[src/rtl/band_pkg.sv]
package band_pkg;
  localparam int FLG_C = 0;
  localparam int FLG_V = 1;
  localparam int FLG_Z = 2;
  localparam int FLG_N = 3;
  localparam int FLG_H = 4;
  localparam int FLG_W = 5;

  typedef enum logic [2:0] {
    AM_REG, AM_IND, AM_POSTINC, AM_PREINC, AM_POSTDEC, AM_PREDEC
  } amode_e;

  typedef enum logic [2:0] {
    ST_IDLE, ST_DEC, ST_PRE, ST_READ, ST_WRITE, ST_POST, ST_DONE
  } state_e;

  typedef struct packed {
    logic       legal;
    amode_e     mode;
    logic       src_imm;
    logic [3:0] rs;
    logic [3:0] rd;
    logic [2:0] ptr;
    logic [7:0] imm;
  } dec_t;

  // 2-bit update code shared by both prefix styles
  function automatic amode_e upd_mode(input logic [1:0] code);
    case (code)
      2'd0:    return AM_POSTINC;
      2'd1:    return AM_PREINC;
      2'd2:    return AM_POSTDEC;
      default: return AM_PREDEC;
    endcase
  endfunction
endpackage

[src/rtl/band_decode.sv]
module band_decode
  import band_pkg::*;
(
  input  logic [15:0] w0_i,
  input  logic [15:0] w1_i,
  input  logic [15:0] w2_i,
  output dec_t        dec_o
);
  always_comb begin
    dec_o      = '0;
    dec_o.mode = AM_REG;
    if (w0_i[15:12] == 4'hE) begin
      dec_o.legal   = 1'b1;
      dec_o.src_imm = 1'b1;
      dec_o.rd      = w0_i[11:8];
      dec_o.imm     = w0_i[7:0];
    end else if (w0_i[15:8] == 8'h16) begin
      dec_o.legal = 1'b1;
      dec_o.rs    = w0_i[7:4];
      dec_o.rd    = w0_i[3:0];
    end else if (w0_i[15:8] == 8'h7D && !w0_i[7]) begin
      dec_o.mode = AM_IND;
      dec_o.ptr  = w0_i[6:4];
      if (w1_i[15:8] == 8'hE0) begin
        dec_o.legal   = 1'b1;
        dec_o.src_imm = 1'b1;
        dec_o.imm     = w1_i[7:0];
      end else if (w1_i[15:8] == 8'h16) begin
        dec_o.legal = 1'b1;
        dec_o.rs    = w1_i[7:4];
      end
    end else if (w0_i[15:2] == 14'h005D) begin
      dec_o.mode    = upd_mode(w0_i[1:0]);
      dec_o.ptr     = w1_i[6:4];
      dec_o.src_imm = 1'b1;
      dec_o.imm     = w2_i[7:0];
      dec_o.legal   = (w1_i[15:8] == 8'h6C) && !w1_i[7] && (w2_i[15:8] == 8'hE0);
    end else if (w0_i == 16'h0179) begin
      dec_o.mode  = upd_mode(w1_i[13:12]);
      dec_o.ptr   = w1_i[10:8];
      dec_o.rs    = w1_i[3:0];
      dec_o.legal = (w1_i[15:14] == 2'b10) && !w1_i[11] && (w1_i[7:4] == 4'h6);
    end
  end
endmodule

[src/rtl/band_regfile.sv]
module band_regfile #(
  parameter  int NREG  = 8,
  parameter  int REG_W = 32,
  localparam int IDX_W = $clog2(NREG)
) (
  input  logic                        clk_i,
  input  logic                        rst_ni,
  input  logic                        full_we_i,
  input  logic [IDX_W-1:0]            full_idx_i,
  input  logic [REG_W-1:0]            full_data_i,
  input  logic                        byte_we_i,
  input  logic [IDX_W:0]              byte_idx_i,
  input  logic [7:0]                  byte_data_i,
  input  logic                        ptr_we_i,
  input  logic [IDX_W-1:0]            ptr_idx_i,
  input  logic [REG_W-1:0]            ptr_data_i,
  output logic [NREG-1:0][REG_W-1:0]  regs_o
);
  for (genvar g = 0; g < NREG; g++) begin : g_reg
    always_ff @(posedge clk_i or negedge rst_ni) begin
      if (!rst_ni) begin
        regs_o[g] <= '0;
      end else if (full_we_i && full_idx_i == IDX_W'(g)) begin
        regs_o[g] <= full_data_i;
      end else if (ptr_we_i && ptr_idx_i == IDX_W'(g)) begin
        regs_o[g] <= ptr_data_i;
      end else if (byte_we_i && byte_idx_i[IDX_W-1:0] == IDX_W'(g)) begin
        // index MSB set: low byte, clear: second byte
        if (byte_idx_i[IDX_W]) regs_o[g][7:0]  <= byte_data_i;
        else                   regs_o[g][15:8] <= byte_data_i;
      end
    end
  end
endmodule

[src/rtl/band_logic.sv]
module band_logic
  import band_pkg::*;
(
  input  logic [7:0]       a_i,
  input  logic [7:0]       b_i,
  input  logic [FLG_W-1:0] flags_i,
  output logic [7:0]       res_o,
  output logic [FLG_W-1:0] flags_o
);
  always_comb begin
    res_o          = a_i & b_i;
    flags_o        = flags_i;
    flags_o[FLG_N] = res_o[7];
    flags_o[FLG_Z] = (res_o == 8'h00);
    flags_o[FLG_V] = 1'b0;
  end
endmodule

[src/rtl/byte_and_rmw.sv]
module byte_and_rmw
  import band_pkg::*;
#(
  parameter int REG_W = 32
) (
  input  logic              clk_i,
  input  logic              rst_ni,
  input  logic              start_i,
  input  logic [15:0]       insn0_i,
  input  logic [15:0]       insn1_i,
  input  logic [15:0]       insn2_i,
  output logic              busy_o,
  output logic              done_o,
  output logic              illegal_o,
  output logic [REG_W-1:0]  mem_addr_o,
  output logic              mem_re_o,
  output logic              mem_we_o,
  output logic [7:0]        mem_wdata_o,
  input  logic [7:0]        mem_rdata_i,
  input  logic              reg_we_i,
  input  logic [2:0]        reg_idx_i,
  input  logic [REG_W-1:0]  reg_wdata_i,
  input  logic [2:0]        reg_ridx_i,
  output logic [REG_W-1:0]  reg_rdata_o,
  input  logic              flags_we_i,
  input  logic [4:0]        flags_wdata_i,
  output logic [4:0]        flags_o
);
  localparam int NREG  = 8;
  localparam int IDX_W = $clog2(NREG);

  state_e                     state_q, state_d;
  logic [15:0]                ir0_q, ir1_q, ir2_q;
  logic                       illegal_q;
  logic [REG_W-1:0]           addr_q;
  logic [FLG_W-1:0]           flags_q, flags_new;
  dec_t                       dec;
  logic [NREG-1:0][REG_W-1:0] regs;
  logic [REG_W-1:0]           ptr_val, ptr_step, src_reg;
  logic [7:0]                 src_byte, dst_byte, res;
  logic                       is_pre, is_post, is_inc, idle;

  function automatic logic [7:0] pick(input logic [REG_W-1:0] v, input logic lo);
    return lo ? v[7:0] : v[15:8];
  endfunction

  band_decode u_dec (.w0_i(ir0_q), .w1_i(ir1_q), .w2_i(ir2_q), .dec_o(dec));

  assign idle    = (state_q == ST_IDLE);
  assign is_pre  = (dec.mode == AM_PREINC)  || (dec.mode == AM_PREDEC);
  assign is_post = (dec.mode == AM_POSTINC) || (dec.mode == AM_POSTDEC);
  assign is_inc  = (dec.mode == AM_PREINC)  || (dec.mode == AM_POSTINC);

  assign ptr_val  = regs[dec.ptr];
  assign ptr_step = is_inc ? ptr_val + REG_W'(1) : ptr_val - REG_W'(1);

  // post modes write back after the AND; bypass the stepped pointer
  assign src_reg  = (is_post && dec.rs[IDX_W-1:0] == dec.ptr) ? ptr_step
                                                              : regs[dec.rs[IDX_W-1:0]];
  assign src_byte = dec.src_imm ? dec.imm : pick(src_reg, dec.rs[IDX_W]);
  assign dst_byte = (dec.mode == AM_REG) ? pick(regs[dec.rd[IDX_W-1:0]], dec.rd[IDX_W])
                                         : mem_rdata_i;

  band_logic u_logic (
    .a_i(dst_byte), .b_i(src_byte), .flags_i(flags_q), .res_o(res), .flags_o(flags_new)
  );

  band_regfile #(.NREG(NREG), .REG_W(REG_W)) u_rf (
    .clk_i       (clk_i),
    .rst_ni      (rst_ni),
    .full_we_i   (reg_we_i && idle),
    .full_idx_i  (reg_idx_i),
    .full_data_i (reg_wdata_i),
    .byte_we_i   (state_q == ST_DEC && dec.legal && dec.mode == AM_REG),
    .byte_idx_i  (dec.rd),
    .byte_data_i (res),
    .ptr_we_i    (state_q == ST_PRE || state_q == ST_POST),
    .ptr_idx_i   (dec.ptr),
    .ptr_data_i  (ptr_step),
    .regs_o      (regs)
  );

  always_comb begin
    state_d = state_q;
    case (state_q)
      ST_IDLE:  if (start_i) state_d = ST_DEC;
      ST_DEC: begin
        if (!dec.legal)              state_d = ST_IDLE;
        else if (dec.mode == AM_REG) state_d = ST_DONE;
        else if (is_pre)             state_d = ST_PRE;
        else                         state_d = ST_READ;
      end
      ST_PRE:   state_d = ST_READ;
      ST_READ:  state_d = ST_WRITE;
      ST_WRITE: state_d = is_post ? ST_POST : ST_DONE;
      ST_POST:  state_d = ST_DONE;
      default:  state_d = ST_IDLE;
    endcase
  end

  always_ff @(posedge clk_i or negedge rst_ni) begin
    if (!rst_ni) begin
      state_q   <= ST_IDLE;
      ir0_q     <= '0;
      ir1_q     <= '0;
      ir2_q     <= '0;
      illegal_q <= 1'b0;
      addr_q    <= '0;
      flags_q   <= '0;
    end else begin
      state_q   <= state_d;
      illegal_q <= (state_q == ST_DEC) && !dec.legal;
      if (idle && start_i) begin
        ir0_q <= insn0_i;
        ir1_q <= insn1_i;
        ir2_q <= insn2_i;
      end
      if (state_q == ST_READ) addr_q <= ptr_val;
      if (idle && flags_we_i) flags_q <= flags_wdata_i;
      else if ((state_q == ST_DEC && dec.legal && dec.mode == AM_REG) ||
               state_q == ST_WRITE) flags_q <= flags_new;
    end
  end

  assign busy_o      = !idle && (state_q != ST_DONE);
  assign done_o      = (state_q == ST_DONE);
  assign illegal_o   = illegal_q;
  assign mem_re_o    = (state_q == ST_READ);
  assign mem_we_o    = (state_q == ST_WRITE);
  assign mem_addr_o  = mem_re_o ? ptr_val : addr_q;
  assign mem_wdata_o = res;
  assign reg_rdata_o = regs[reg_ridx_i];
  assign flags_o     = flags_q;
endmodule

[config.mk]
export PLATFORM = sky130hd
export DESIGN_NAME = byte_and_rmw
export DESIGN_NICKNAME = d
export VERILOG_FILES = /design/src/rtl/band_pkg.sv /design/src/rtl/band_decode.sv /design/src/rtl/band_regfile.sv /design/src/rtl/band_logic.sv /design/src/rtl/byte_and_rmw.sv
export SDC_FILE = /design/constraint.sdc
export NUM_CORES = 1
export LEC_CHECK = 0
export BUFFER_PORTS_ARGS = -buffer_cell sky130_fd_sc_hd__buf_4
export CORE_MARGIN = 2
export CORE_UTILIZATION = 45
export DETAILED_ROUTE_END_ITERATION = 16
export PLACE_DENSITY = 0.59
export SLEW_MARGIN = 20
export SYNTH_ARGS = -nofsm -noshare
export SYNTH_HDL_FRONTEND = slang
export SYNTH_HIERARCHICAL = 1
export SYNTH_SLANG_ARGS = --single-unit
[constraint.sdc]
create_clock -name clk_i -period 23.5 [get_ports clk_i]
set_clock_uncertainty 0.1 [all_clocks]
set_input_delay 2.35 -clock clk_i [delete_from_list [all_inputs] [get_ports clk_i]]
set_output_delay 2.35 -clock clk_i [all_outputs]
set_load 0.005 [all_outputs]
==> run metrics <==
chip height 243 microns; Final period util 47.3%; Setup crit start kind flop; cts hold-fix bufs 0; post-CTS resize count 0; Via Count 22700; Crit Path Max Fanout 45; gr usage total 34.1%; Core Region 56500 sq um; clk buf depth 3; Final TNS setup 0 ps; mapped cell area 25700 sq um; VDD IR-drop max 61.0 uV; Cell Count, Final, Fillers Out 3227; Crit. End Element primary output; Data arrival, critical path 8670 ps; Tightest Pin Transition 1280 ps; largest net degree at the start of global routing 87; H-Tree Depth 2; 1st-iter DRT viols 3337; FF-to-FF path depth 26; max-cap viol count 0; Sink Count 345; synthesized area per cell 10.5 sq um; P_leak 0.0115 uW; Place WS 13230 ps; FF-to-FF Start ir0_q[8]; PortBufs 185; Final ANT Viol Nets 0; Root Driver clkbuf_16; Post-DP HPWL 66.2 mm; outcome complete, no violations; die area 59100 sq um; commonest non-fill, non-tap cells in the layout 370 x nand2_1, 345 x dfrtp_1, 244 x buf_4, 190 x mux4_2, 155 x a21oi_1; WS Path Type reg2out; relative slew slack 14.4%; Area growth syn-to-layout 11.2%; Post CTS Setup Buffer Count 0; vias in the first global route 21900; total placed cells including tap cells 3149; post-route DRC violation count 0; Reg-to-Reg End flags_o[2]; first-pass GRT wire length 150 mm; worst setup path start ir0_q[8]; Routed WL 102 mm; Final nets 2558; drt wl/cell 31.6 microns; clk slew on worst S/H paths 60 ps; RSZ-0062 raised after global routing no; via/cell ratio 7.04; initial antenna violation count 4; Post-Syn Nets 2572; Gate Count Post-Synth 2450; GPL Wtd Cong 0.971; Post-synth EDFFs 0; num rows 87; HP Class reg2reg; share of post-route cells with drive strength above 1 29.1%; FF-to-FF setup slack 14480 ps; fmax 0.0900 GHz; Skew-Pair Late Insertion Delay 590 ps; gr ovfl total 0; Setup crit end mem_wdata_o[4]; fin. max-slew vios 0; CTS buffer count 41; Die Width 243 microns; final total power 3730 uW; first-pass detailed-route iteration total 7; # setup viols final 0; Async SR Flop Fraction 100%; effective utilization at floorplan 45.5%; synth warn 6; sequential area share after synthesis 33.6%; min Tclk post-route 11120 ps; most common cell after layout, fill and taps aside nand2_1; prevailing post-synth register cell dfrtp_1; PD cells 131 nW/um^2; Cell variety after synth 102; fin worst setup slack 12380 ps; Yosys reg bits 345; CTS tree done; Boundary Pins 186; final core utilization 50.6%; final-report hold violation count 0; CP required 21050 ps
stage by stage:
| stage | hold slack [ps] | cell area [sq um] |
|---|---|---|
| detailed placement | 373 | 27300 |
| CTS | 387 | 28600 |
| finish | 386 | 28600 |
| global placement | 363 | 27300 |
| floorplan | 373 | 25700 |
| global route | 416 | 28600 |
worst max-delay path, cell delays in order, from the launching register on:
cell	delay, ps
dfrtp_1	450
or3b_4	430
nor4_4	830
a221oi_1	180
a211oi_4	260
buf_4	680
buf_4	600
mux4_2	390
mux2_2	320
ha_1	380
and3_1	170
nand3_1	120
a211oi_2	340
o31a_1	250
o21ai_1	80
nand2_1	130
a31oi_1	120
xnor2_1	720
mux4_2	370
mux2_2	140
and2_1	720
buf_4	270
cell type report:
cell class	count	area [sq um]
clock inverter	13	114
antenna	4	10.0
clock buffer	61	1190
tap	756	946
multi-input combinational	1782	15800
timing repair buffer	246	1870
inverter	20	75.1
sequential	345	8630
fill	4969	27900
logic make-up (layout without fill, tap and decap cells):
kind of cell	count (synthesis)	count (layout)	synth area share, %
DFF	345	345	33.6
muxes	479	479	29.4
adders and majority gates	19	19	0.919
buffers and inverters	323	340	5.73
AOI/OAI and AO/OA	545	545	15.3
other	1	5	0.0146
and+or+nand+nor	701	701	13.9
xor gates and xnor gates	37	37	1.26
sequential cells by signal (all words and copies together) (netlist names):
signal,count
ir1_q,16
u_rf/regs_o,256
state_q,3
ir0_q,16
flags_o,5
ir2_q,16
addr_q,32
illegal_o,1
report_power, final:
| group | total, uW | leakage [uW] | internal (uW) | switching [uW] |
|---|---|---|---|---|
| sequential | 1200 | 0.00407 | 896 | 300 |
| combinational | 1900 | 0.00677 | 884 | 1020 |
| clock | 638 | 0.000639 | 363 | 275 |
worst min-delay path by stage:
stage / startpoint / end / slack (ps) / depth (start not counted)
final: flags_o[3] / flags_o[3] / 390 / 2
after CTS: flags_o[2] / flags_o[2] / 390 / 2
after detailed placement: flags_o[2] / flags_o[2] / 370 / 2
after floorplan: flags_o[1] / flags_o[1] / 370 / 2
after global routing: addr_q[23] / addr_q[23] / 420 / 1
after global placement: flags_o[2] / flags_o[2] / 360 / 2
cell usage after synthesis (5+ instances only):
cell | instances | area share (%)
nand2_1 | 371 | 5.4
dfrtp_1 | 345 | 34
mux4_2 | 190 | 17
a21oi_1 | 155 | 3.0
o21ai_0 | 145 | 2.8
a221o_1 | 137 | 5.3
mux2_2 | 137 | 6.0
mux2i_1 | 137 | 5.3
nand4_1 | 133 | 3.2
clkbuf_1 | 129 | 1.9
buf_2 | 74 | 1.4
buf_1 | 55 | 0.80
nor2_1 | 54 | 0.79
xnor2_1 | 25 | 0.85
buf_4 | 24 | 0.70
a31oi_1 | 20 | 0.49
and2_1 | 20 | 0.49
inv_1 | 19 | 0.28
nand3_1 | 19 | 0.37
ha_1 | 18 | 0.88
clkbuf_2 | 13 | 0.25
xor2_1 | 12 | 0.41
mux4_1 | 11 | 1.1
a21o_1 | 10 | 0.29
a211oi_2 | 9 | 0.44
nand2b_1 | 9 | 0.22
a211oi_4 | 8 | 0.62
and3_1 | 7 | 0.17
buf_6 | 7 | 0.31
nand4bb_1 | 7 | 0.31
nor2b_1 | 7 | 0.17
nor3_1 | 7 | 0.14
a221oi_1 | 6 | 0.20
nor4_1 | 6 | 0.15
a211oi_1 | 5 | 0.15
a22o_1 | 5 | 0.17
per-layer routing:
layer | track usage [%] | share of wire, % | vias to the layer above
met3 | 10.3 | 13 | 380
met1 | 48.0 | 40 | 11300
met2 | 49.6 | 43 | 1723
met5 | 0 | 0.038 | -
li1 | - | - | 9353
met4 | 12.5 | 4.6 | 6
(Power assumes the default switching activity.)
